==> config.mk <==
export PLATFORM = sky130hd
export DESIGN_NAME = line_serial_sampler
export DESIGN_NICKNAME = d
export VERILOG_FILES = /design/src/rtl/lss_pkg.sv /design/src/rtl/lss_sync.sv /design/src/rtl/lss_kb_tracker.sv /design/src/rtl/lss_rx_tracker.sv /design/src/rtl/line_serial_sampler.sv
export SDC_FILE = /design/constraint.sdc
export NUM_CORES = 1
export LEC_CHECK = 0
export ABC_CLOCK_PERIOD_IN_PS = 1400
export BUFFER_PORTS_ARGS = -buffer_cell sky130_fd_sc_hd__buf_2
export CAP_MARGIN = 20
export CORE_AREA = 2 2 54 56
export DETAILED_ROUTE_END_ITERATION = 8
export DIE_AREA = 0 0 56 58
export GPL_TIMING_DRIVEN = 0
export PLACE_DENSITY = 0.5
export SYNTH_ARGS = -nofsm -noshare
export SYNTH_HDL_FRONTEND = slang
export SYNTH_SLANG_ARGS = --single-unit
==> constraint.sdc <==
create_clock -name clk -period 1.4 [get_ports clk]
set_input_delay 0.07 -clock clk [delete_from_list [all_inputs] [get_ports clk]]
set_output_delay 0.07 -clock clk [all_outputs]
set_load 0.01 [all_outputs]
==> src/rtl/lss_pkg.sv <==
package lss_pkg;

    localparam int ST_W  = 2;
    localparam int DAT_W = 2;
    localparam int NIB_W = ST_W + DAT_W;

    localparam logic [ST_W-1:0] RX_SAMPLE_ST = 2'd2;
    localparam logic [ST_W-1:0] RX_SAT_ST    = 2'd3;

    typedef struct packed {
        logic [ST_W-1:0]  st;
        logic [DAT_W-1:0] dat;
    } nib_t;

    typedef enum logic [1:0] {
        MODE_OFF  = 2'd0,
        MODE_KBD  = 2'd1,
        MODE_UART = 2'd2,
        MODE_RSVD = 2'd3
    } smode_t;

    // PS/2 nibble: st counts clock level changes, dat shifts on falling edges
    function automatic nib_t kb_step(nib_t cur, logic lvl_prev, logic lvl_now, logic dat_now);
        nib_t n;
        n = cur;
        if (lvl_now != lvl_prev)
            n.st = cur.st + 1'b1;
        if (lvl_prev && !lvl_now)
            n.dat = {cur.dat[0], dat_now};
        return n;
    endfunction

    // Falling edges seen since the cycle start, from the change count and start level
    function automatic logic [1:0] kb_bits_since(logic [ST_W-1:0] st_start, logic lvl_start,
                                                 logic [ST_W-1:0] st_now);
        logic [ST_W-1:0] d;
        logic [ST_W:0]   sum;
        d   = st_now - st_start;
        sum = {1'b0, d} + {{ST_W{1'b0}}, lvl_start};
        return sum[ST_W:1];
    endfunction

    // RS-232 nibble: dat[1] is previous RX, dat[0] is the mid-bit sample
    function automatic nib_t rx_step(nib_t cur, logic rx_now);
        nib_t n;
        n = cur;
        if (rx_now != cur.dat[1])
            n.st = '0;
        else if (cur.st != RX_SAT_ST)
            n.st = cur.st + 1'b1;
        if (n.st == RX_SAMPLE_ST && cur.st != RX_SAMPLE_ST)
            n.dat[0] = rx_now;
        n.dat[1] = rx_now;
        return n;
    endfunction

endpackage

==> src/rtl/lss_sync.sv <==
module lss_sync #(
    parameter int          W       = 3,
    parameter int          STAGES  = 2,
    parameter logic [W-1:0] RST_VAL = '1
) (
    input  logic         clk,
    input  logic         rst,
    input  logic [W-1:0] d,
    output logic [W-1:0] q
);
    logic [W-1:0] chain [STAGES];

    generate
        for (genvar s = 0; s < STAGES; s++) begin : g_stage
            if (s == 0) begin : g_first
                always_ff @(posedge clk) begin
                    if (rst) chain[0] <= RST_VAL;
                    else     chain[0] <= d;
                end
            end else begin : g_next
                always_ff @(posedge clk) begin
                    if (rst) chain[s] <= RST_VAL;
                    else     chain[s] <= chain[s-1];
                end
            end
        end
    endgenerate

    assign q = chain[STAGES-1];
endmodule

==> src/rtl/lss_kb_tracker.sv <==
module lss_kb_tracker
    import lss_pkg::*;
(
    input  logic       clk,
    input  logic       rst,
    input  logic       tick,
    input  logic       strobe,
    input  logic       kclk,
    input  logic       kdat,
    output nib_t       nib,
    output logic [1:0] new_bits
);
    logic            lvl_prev;
    logic [ST_W-1:0] st_start;
    logic            lvl_start;

    always_ff @(posedge clk) begin
        if (rst) begin
            nib      <= '0;
            lvl_prev <= 1'b1;
        end else if (tick) begin
            nib      <= kb_step(nib, lvl_prev, kclk, kdat);
            lvl_prev <= kclk;
        end
    end

    always_ff @(posedge clk) begin
        if (rst) begin
            st_start  <= '0;
            lvl_start <= 1'b1;
        end else if (strobe) begin
            st_start  <= nib.st;
            lvl_start <= lvl_prev;
        end
    end

    assign new_bits = kb_bits_since(st_start, lvl_start, nib.st);


    no_tick_hold_chk: assert property (@(posedge clk) disable iff (rst)
        !tick |=> $stable(nib));


    rise_keeps_data_chk: assert property (@(posedge clk) disable iff (rst)
        (tick && kclk) |=> $stable(nib.dat));
endmodule

==> src/rtl/lss_rx_tracker.sv <==
module lss_rx_tracker
    import lss_pkg::*;
(
    input  logic clk,
    input  logic rst,
    input  logic tick,
    input  logic rx,
    output nib_t nib,
    output logic valid
);
    nib_t nxt;

    always_comb nxt = rx_step(nib, rx);

    always_ff @(posedge clk) begin
        if (rst) begin
            nib   <= '{st: '0, dat: 2'b10};
            valid <= 1'b0;
        end else begin
            valid <= tick && (nxt.st == RX_SAMPLE_ST) && (nib.st != RX_SAMPLE_ST);
            if (tick)
                nib <= nxt;
        end
    end


    edge_realign_chk: assert property (@(posedge clk) disable iff (rst)
        (tick && (rx != nib.dat[1])) |=> (nib.st == '0));


    sat_hold_chk: assert property (@(posedge clk) disable iff (rst)
        (nib.st == RX_SAT_ST) |=> (nib.st == RX_SAT_ST || nib.st == '0));


    valid_at_two_chk: assert property (@(posedge clk) disable iff (rst)
        valid |-> (nib.st == RX_SAMPLE_ST));


    valid_single_chk: assert property (@(posedge clk) disable iff (rst)
        valid |=> !valid);
endmodule

==> src/rtl/line_serial_sampler.sv <==
module line_serial_sampler
    import lss_pkg::*;
#(
    parameter int SYNC_STAGES = 2
) (
    input  logic       clk,
    input  logic       rst,
    input  logic       line_tick,
    input  logic       cycle_strobe,
    input  logic [1:0] mode,
    input  logic       ps2_clk_raw,
    input  logic       ps2_dat_raw,
    input  logic       rx_raw,
    output logic       ps2_clk_hold,
    output logic       rts,
    output logic [1:0] ps2_bits,
    output logic [1:0] ps2_new_bits,
    output logic       rx_valid,
    output logic       rx_bit,
    output logic [7:0] port_state
);
    localparam int PIN_N = 3;

    logic [PIN_N-1:0] pins_s;
    nib_t             kb_nib;
    nib_t             rx_nib;
    smode_t           mode_e;

    lss_sync #(.W(PIN_N), .STAGES(SYNC_STAGES), .RST_VAL({PIN_N{1'b1}})) u_sync (
        .clk (clk),
        .rst (rst),
        .d   ({rx_raw, ps2_dat_raw, ps2_clk_raw}),
        .q   (pins_s)
    );

    lss_kb_tracker u_kb (
        .clk      (clk),
        .rst      (rst),
        .tick     (line_tick),
        .strobe   (cycle_strobe),
        .kclk     (pins_s[0]),
        .kdat     (pins_s[1]),
        .nib      (kb_nib),
        .new_bits (ps2_new_bits)
    );

    lss_rx_tracker u_rx (
        .clk   (clk),
        .rst   (rst),
        .tick  (line_tick),
        .rx    (pins_s[2]),
        .nib   (rx_nib),
        .valid (rx_valid)
    );

    assign mode_e       = smode_t'(mode);
    assign ps2_clk_hold = (mode_e != MODE_KBD);
    assign rts          = (mode_e == MODE_UART);

    assign ps2_bits   = kb_nib.dat;
    assign rx_bit     = rx_nib.dat[0];
    assign port_state = {rx_nib, kb_nib};


    one_port_chk: assert property (@(posedge clk) disable iff (rst)
        rts |-> ps2_clk_hold);
endmodule

==> results by group, run 1 <==
STA
  • Max frequency: 0.646 GHz
  • Final slew viol count: 0
  • Final worst slack: -0.147 ns
  • Final critical-path share of the clock period: 111%
  • Final Setup Violations: 2
  • Final Hold Fails: 0
  • Hold slack: 0.0673 ns
  • Crit path time final: 1.55 ns
  • Worst Tran Pin Value: 0.434 ns
  • Clock skew: 0.00860 ns
  • Headroom to the max-slew limit: 71.0%
  • RSZ-0062 raised after global routing: yes

Power and ir drop
  • Pwr Total: 0.00102 W
  • Sw Ratio: 25.2%
  • Static leakage: 0.450 nW
  • Combinational share of power: 15.8%
  • Clock power frac: 26.7%
  • Switch Pwr: 0.000257 W
  • Peak supply drop: 615 uV
  • Pint: 0.000765 W
  • Power per Cell Area: 1020 mW/mm^2
  • Sequential cell fraction of total power: 57.5%

Floorplan
  • Die X: 56 um
  • Full die area: 0.00325 sq mm
  • FP Rows: 19
  • Core box area: 0.00266 sq mm
  • Effective utilization at floorplan: 28.6%
  • # IOs: 25
  • DIE HEIGHT: 58 um

Cells and area
  • Synthesis-to-finish area growth: 31.7%
  • Final #Nets: 122
  • Multi-input logic area: 355 sq um
  • Fin area: 0.00100 sq mm
  • Fillers: 291
  • Share of cells above drive strength 1: 38.5%
  • Diodes inserted: 0
  • FF+latch area: 384 sq um

Yosys
  • Synth top area share: 49.9%
  • Count leader, synth: dfxtp_1
  • Share of synthesized registers carrying an async set or reset: 0%
  • Dominant cell type by area after synthesis: dfxtp_1
  • YS warnings: 0
  • Syn Nets: 90
  • Mean post-synth cell area: 9.77 sq um
  • Commonest cells in the netlist: dfxtp_1 (19), nor2b_1 (6), or2_2 (6)
  • Synthesized instance count: 78
  • Post-synth EDFFs: 0
  • Post-Syn Area: 762 sq um
  • Sequential cell area fraction in the yosys report: 49.9%
  • Most used DFF post-synth: dfxtp_1
  • FF+latch count, synth: 19
  • Netlist cell types: 27
  • Area contributors post-synth: dfxtp_1 (50%), ha_1 (4.9%), nor2b_1 (4.9%)

Clock tree
  • Clk root buf: clkbuf_4
  • CTS Buf Count: 3
  • Longest Clk Path Bufs: 2
  • TritonCTS clock tree: done
  • Clock Sinks: 19
  • Clock transition at the registers of the reported paths: 0.10 ns
  • Clk_lat worst skew: 0.29 ns
  • H-tree depth: 1

Setup path
  • Worst-path fanout max: 2
  • R2R Setup Slk: 0.22 ns
  • CP Launch Type: flip-flop
  • WP data arrival: 1.48 ns
  • Slowest CP cell: dfxtp_4
  • Crit Path Category: reg -> out
  • Worst r2r dst: u_kb.nib[2]
  • Worst r2r src: u_sync.chain[1][0]
  • Worst Reg-to-Reg Cells: 4
  • Worst path cell trace: inv_2, ha_4, xnor2_2, xnor2_1, ha_1, buf_2
  • Critical path's largest stage delay: 0.36 ns
  • Worst endpoint required time: 1.33 ns
  • Crit path capture type: output port

Routing
  • 1st-iter DRT viols: 15
  • Via density: 4.39
  • Routed Antenna Nets: 0
  • TritonRoute pass-1 iters: 4
  • Drt drc: 0
  • Routed vias: 615
  • Routed len/inst: 9.97 um
  • Final WL: 1.40 mm

Global routing
  • Vias in the first global route: 509
  • Largest net degree at the start of global routing: 11
  • Total Routing Usage GR: 8.72%
  • First-pass GRT wire length: 2.15 mm
  • Gr ovfl total: 0
  • Antenna violations before repair: 0

Place
  • PortBufs: 23
  • DP HPWL: 989 um
  • Cell Area, Placed: 916 sq um
  • Routability Congestion: 0.650

Status
  • Run status: finished with violations
  • Failing checks: negative setup slack

Flow run
  • # Max-Cap Violations: 0

Min path
  • Worst Hold Class: in -> reg
  • Worst Hold Launch: cycle_strobe
  • Worst hold path cell count: 2
  • Worst hold path endpoint: u_kb.lvl_start
-- metrics by stage --
| stage | setup TNS [ns] | utilization, % | worst slack (ns) | std cells |
|---|---|---|---|---|
| 2_1_floorplan | 0 | - | 0.0801 | 78 |
| 3_3_place_gp | 0 | 34.4 | 0.0143 | 132 |
| 3_5_place_dp | -0.0135 | 34.4 | -0.0135 | 132 |
| 4_1_cts | -0.247 | 37.7 | -0.177 | 140 |
| 5_1_grt | -0.368 | 37.7 | -0.236 | 140 |
| 6_report | -0.198 | 37.7 | -0.147 | 140 |
-- routing by layer --
metal,vias to the layer above,part of all wire (%),global-route usage [%]
met1,276,47,10.3
met3,2,5.5,2.90
met2,16,46,12.9
met5,-,0,0
li1,321,-,-
met4,0,1.2,7.14
-- worst max-delay path: cells and delay by family, from the launching register on --
family,cells,cell delay [ns]
xor gates and xnor gates,2,0.24
adders and majority gates,2,0.41
buffers and inverters,2,0.18
DFF,1,0.36
-- power groups by stage --
stage	logic, W	clock network, W	registers [W]
after floorplan	0.0000892	0	0.000607
after global placement	0.000147	0	0.000601
after detailed placement	0.000149	0	0.000602
after CTS	0.000164	0.000283	0.000588
after global routing	0.000179	0.000309	0.000592
final	0.000162	0.000273	0.000588
-- cells by family after synthesis --
logic type / count (synthesis) / synth area share (%)
DFF: 19 / 49.9
xor gates and xnor gates: 4 / 4.60
and+or+nand+nor: 28 / 20.9
buffers and inverters: 9 / 6.07
muxes: 2 / 2.63
adders and majority gates: 3 / 4.93
AOI/OAI and AO/OA: 13 / 11.0
-- worst max path at each step --
stage	from	end	slack [ns]	cells past startpoint
6_report	u_kb.nib[2]	ps2_new_bits[0]	-0.15	6
3_5_place_dp	u_kb.nib[2]	ps2_new_bits[0]	-0.01	6
2_1_floorplan	u_kb.nib[2]	ps2_new_bits[0]	0.08	5
4_1_cts	u_kb.nib[2]	ps2_new_bits[0]	-0.18	6
3_3_place_gp	u_kb.nib[2]	ps2_new_bits[0]	0.01	6
5_1_grt	u_kb.nib[2]	ps2_new_bits[0]	-0.24	6
-- layout by cell type, fill, tap and decap left out, types with 3 or more instances in the layout --
master         count
nor2b_1            6
dlygate4sd3_1      3
a211o_1            3
clkbuf_1           3
buf_4              4
buf_2             24
dfxtp_1           18
nand2b_1           3
a21oi_1            4
or2_2              6
nand2_1            3
nor2_1             3
clkbuf_4           3
-- area by class of cell --
cell class / count / share of cell area, %
Tap cell: 31 / 3.87
Clock buffer: 4 / 2.62
Timing Repair Buffer: 27 / 15.2
Buffer: 6 / 3.49
Sequential cell: 19 / 38.3
Inverter: 3 / 1.12
Multi-Input combinational cell: 50 / 35.4
-- sequential cells by signal, summed over array words and instances (netlist names) --
name and flops:
u_rx.valid 1, u_kb.lvl_start 1, u_kb.lvl_prev 1, u_kb.nib 4, u_rx.nib 4, u_sync.chain 6, u_kb.st_start 2
-- what timing repair did --
item / in CTS / in global routing
buffers inserted: 1 / 0
resized for setup: 6 / 0
setup endpoints to repair: 2 / 2
hold buffers: 3 / 0
pin swaps: 4 / 2
hold endpoints to repair: 3 / 0
Power figures use the tool's default switching activity.
==> run 2, diff against run 1 <==
Settings changed: CTS_BUF_LIST set to sky130_fd_sc_hd__clkbuf_8.
==> run 2 against run 1 <==
Net effect:
- the run still ends with negative setup slack left
- clock skew shrank 0.0030 ns
- critical path depth unchanged
- critical path type unchanged
- global-route usage is the same
- die area unchanged
- clock power up 34%
- sequential cell count unchanged
==> results by group, run 2 (synthesis results as in run 1) <==
Routing
  • Via density: 4.43 (+0.81%)
  • Final WL: 1.39 mm (-0.14%)
  • 1st-iter DRT viols: 10 (-5)
  • Routed len/inst: 9.96 um (-0.14%)
  • Routed Antenna Nets: 0 (unchanged)
  • Drt drc: 0 (unchanged)
  • Routed vias: 620 (+0.81%)
  • TritonRoute pass-1 iters: 4 (unchanged)

Place
  • DP HPWL: 989 um (unchanged)
  • Worst slack, placed: -0.0135 ns (unchanged)
  • PortBufs: 23 (unchanged)
  • Routability Congestion: 0.650 (unchanged)

Cells and area
  • Final #Nets: 122 (unchanged)
  • Largest regs: u_sync.chain x6, u_kb.nib x4, u_rx.nib x4
  • Synthesis-to-finish area growth: 34.2%
  • Diodes inserted: 0 (unchanged)
  • Max reg flops: 6 (unchanged)
  • Most frequent cells in the layout: buf_2 (24), dfxtp_1 (18), nor2b_1 (6), or2_2 (6)
  • Fillers: 291 (unchanged)
  • Commonest non-fill, non-tap cell in the layout: buf_2
  • Share of cells above drive strength 1: 38.5% (unchanged)
  • Top reg by flops: u_sync.chain

Setup path
  • Worst endpoint required time: 1.33 ns (about the same)
  • CP Launch Type: flip-flop
  • Crit path capture type: output port
  • Worst-path fanout max: 2 (unchanged)
  • WP data arrival: 1.43 ns (-0.05 ns)
  • Crit Path Category: reg -> out

Floorplan
  • FP Rows: 19 (unchanged)
  • Full die area: 0.00325 sq mm (unchanged)
  • DIE HEIGHT: 58 um (unchanged)
  • # IOs: 25 (unchanged)
  • Effective utilization at floorplan: 28.6% (unchanged)
  • Core box area: 0.00266 sq mm (unchanged)
  • Die X: 56 um (unchanged)

Clock tree
  • Clock transition at the registers of the reported paths: 0.06 ns (-0.04 ns)
  • CTS Buf Count: 3 (unchanged)
  • TritonCTS clock tree: done
  • Clk_lat worst skew: 0.25 ns (-0.04 ns)
  • Clock Sinks: 19 (unchanged)
  • Longest Clk Path Bufs: 2 (unchanged)
  • Clk root buf: clkbuf_8
  • H-tree depth: 1 (unchanged)

Global routing
  • Gr ovfl total: 0 (unchanged)
  • Largest net degree at the start of global routing: 11 (unchanged)
  • Vias in the first global route: 506 (-0.59%)
  • Total Routing Usage GR: 8.72% (unchanged)
  • First-pass GRT wire length: 2.15 mm (+0.33%)
  • Antenna violations before repair: 0 (unchanged)

STA
  • Worst Tran Pin Value: 0.435 ns (+0.00105 ns)
  • Headroom to the max-slew limit: 71.0% (about the same)
  • Final critical-path share of the clock period: 107% (-3.6 points)
  • Crit path time final: 1.50 ns (-0.0511 ns)
  • Max frequency: 0.668 GHz (+3.4%)
  • RSZ-0062 raised after global routing: yes
  • Hold slack: 0.110 ns (+0.0428 ns)
  • Final slew viol count: 0 (unchanged)
  • Final Setup Violations: 1 (-1)
  • Final Hold Fails: 0 (unchanged)
  • Clock skew: 0.00556 ns (-0.00304 ns)
  • Setup tns final: -0.0962 ns (+0.102 ns)
  • Final worst slack: -0.0962 ns (+0.0511 ns)

Power and ir drop
  • Peak supply drop: 633 uV (+2.9%)
  • Clock power frac: 32.8% (+6.1 points)
  • Sequential cell fraction of total power: 52.7% (-4.8 points)
  • Pint: 0.000849 W (+11%)
  • Combinational share of power: 14.5% (-1.3 points)
  • Switch Pwr: 0.000267 W (+3.6%)
  • Power per Cell Area: 1090 mW/mm^2 (+7.1%)
  • Sw Ratio: 23.9% (-1.3 points)
  • Static leakage: 0.462 nW (+2.6%)

Min path
  • Worst Hold Class: in -> reg

Status
  • Failing checks: negative setup slack
  • Run status: finished with violations

Flow run
  • # Max-Cap Violations: 0 (unchanged)
-- run 2: layer usage --
metal / wire length [um] / track usage [%] / vias to the layer above
met5: 0 / 0 / -
met4: 39 / 7.14 / 0
met3: 84 / 2.90 / 5
met2: 629 / 12.6 / 19
met1: 641 / 10.5 / 275
li1: - / - / 321
-- run 2: critical path: stages, from the launching register on --
cell     delay (ns)
dfxtp_4        0.35
inv_2          0.04
ha_4           0.15
xnor2_2        0.12
xnor2_1        0.12
ha_1           0.26
buf_2          0.14
-- run 2: through the flow --
stage	area [sq um]	total power, W	std cells	utilization, %
floorplan	762	0.000696	78	-
global placement	916	0.000748	132	34.4
detailed placement	916	0.000751	132	34.4
CTS	1020	0.00113	140	38.4
global route	1020	0.00117	140	38.4
finish	1020	0.00112	140	38.4
-- run 2: final timing paths --
kind / startpoint / end / slack, ns / cells after the start
worst max register to register: u_sync.chain[1][0] / u_kb.nib[2] / 0.23 / 4
worst min-delay path: cycle_strobe / u_kb.lvl_start / 0.11 / 2
worst max-delay path: u_kb.nib[2] / ps2_new_bits[0] / -0.1 / 6
worst min register to register: u_sync.chain[0][1] / u_sync.chain[1][1] / 0.40 / 1
-- run 2: area by class of cell --
cell class	instances	area, sq um	area share [%]
plain buffers	6	35.0	3.43
multi-input cells	50	355	34.8
clock inverters	1	3.75	0.367
flip-flops and latches	19	384	37.6
well taps	31	38.8	3.79
clock buffers	3	41.3	4.04
repair buffers	27	153	14.9
inverters	3	11.3	1.10
-- run 2: power by group through the flow --
stage,clock network (W),logic (W),registers (W)
final,0.000366,0.000162,0.000588
after global routing,0.000403,0.000179,0.000591
after CTS,0.000377,0.000164,0.000588
after detailed placement,0,0.000149,0.000602
after global placement,0,0.000147,0.000601
after floorplan,0,0.0000892,0.000607
-- run 2: what timing repair did --
item | CTS | global route
setup buffers | 1 | 0
pin swaps | 4 | 2
hold buffers | 3 | 0
gates resized for setup | 6 | 0
hold endpoints to repair | 3 | 0
endpoints found under the setup margin | 2 | 2
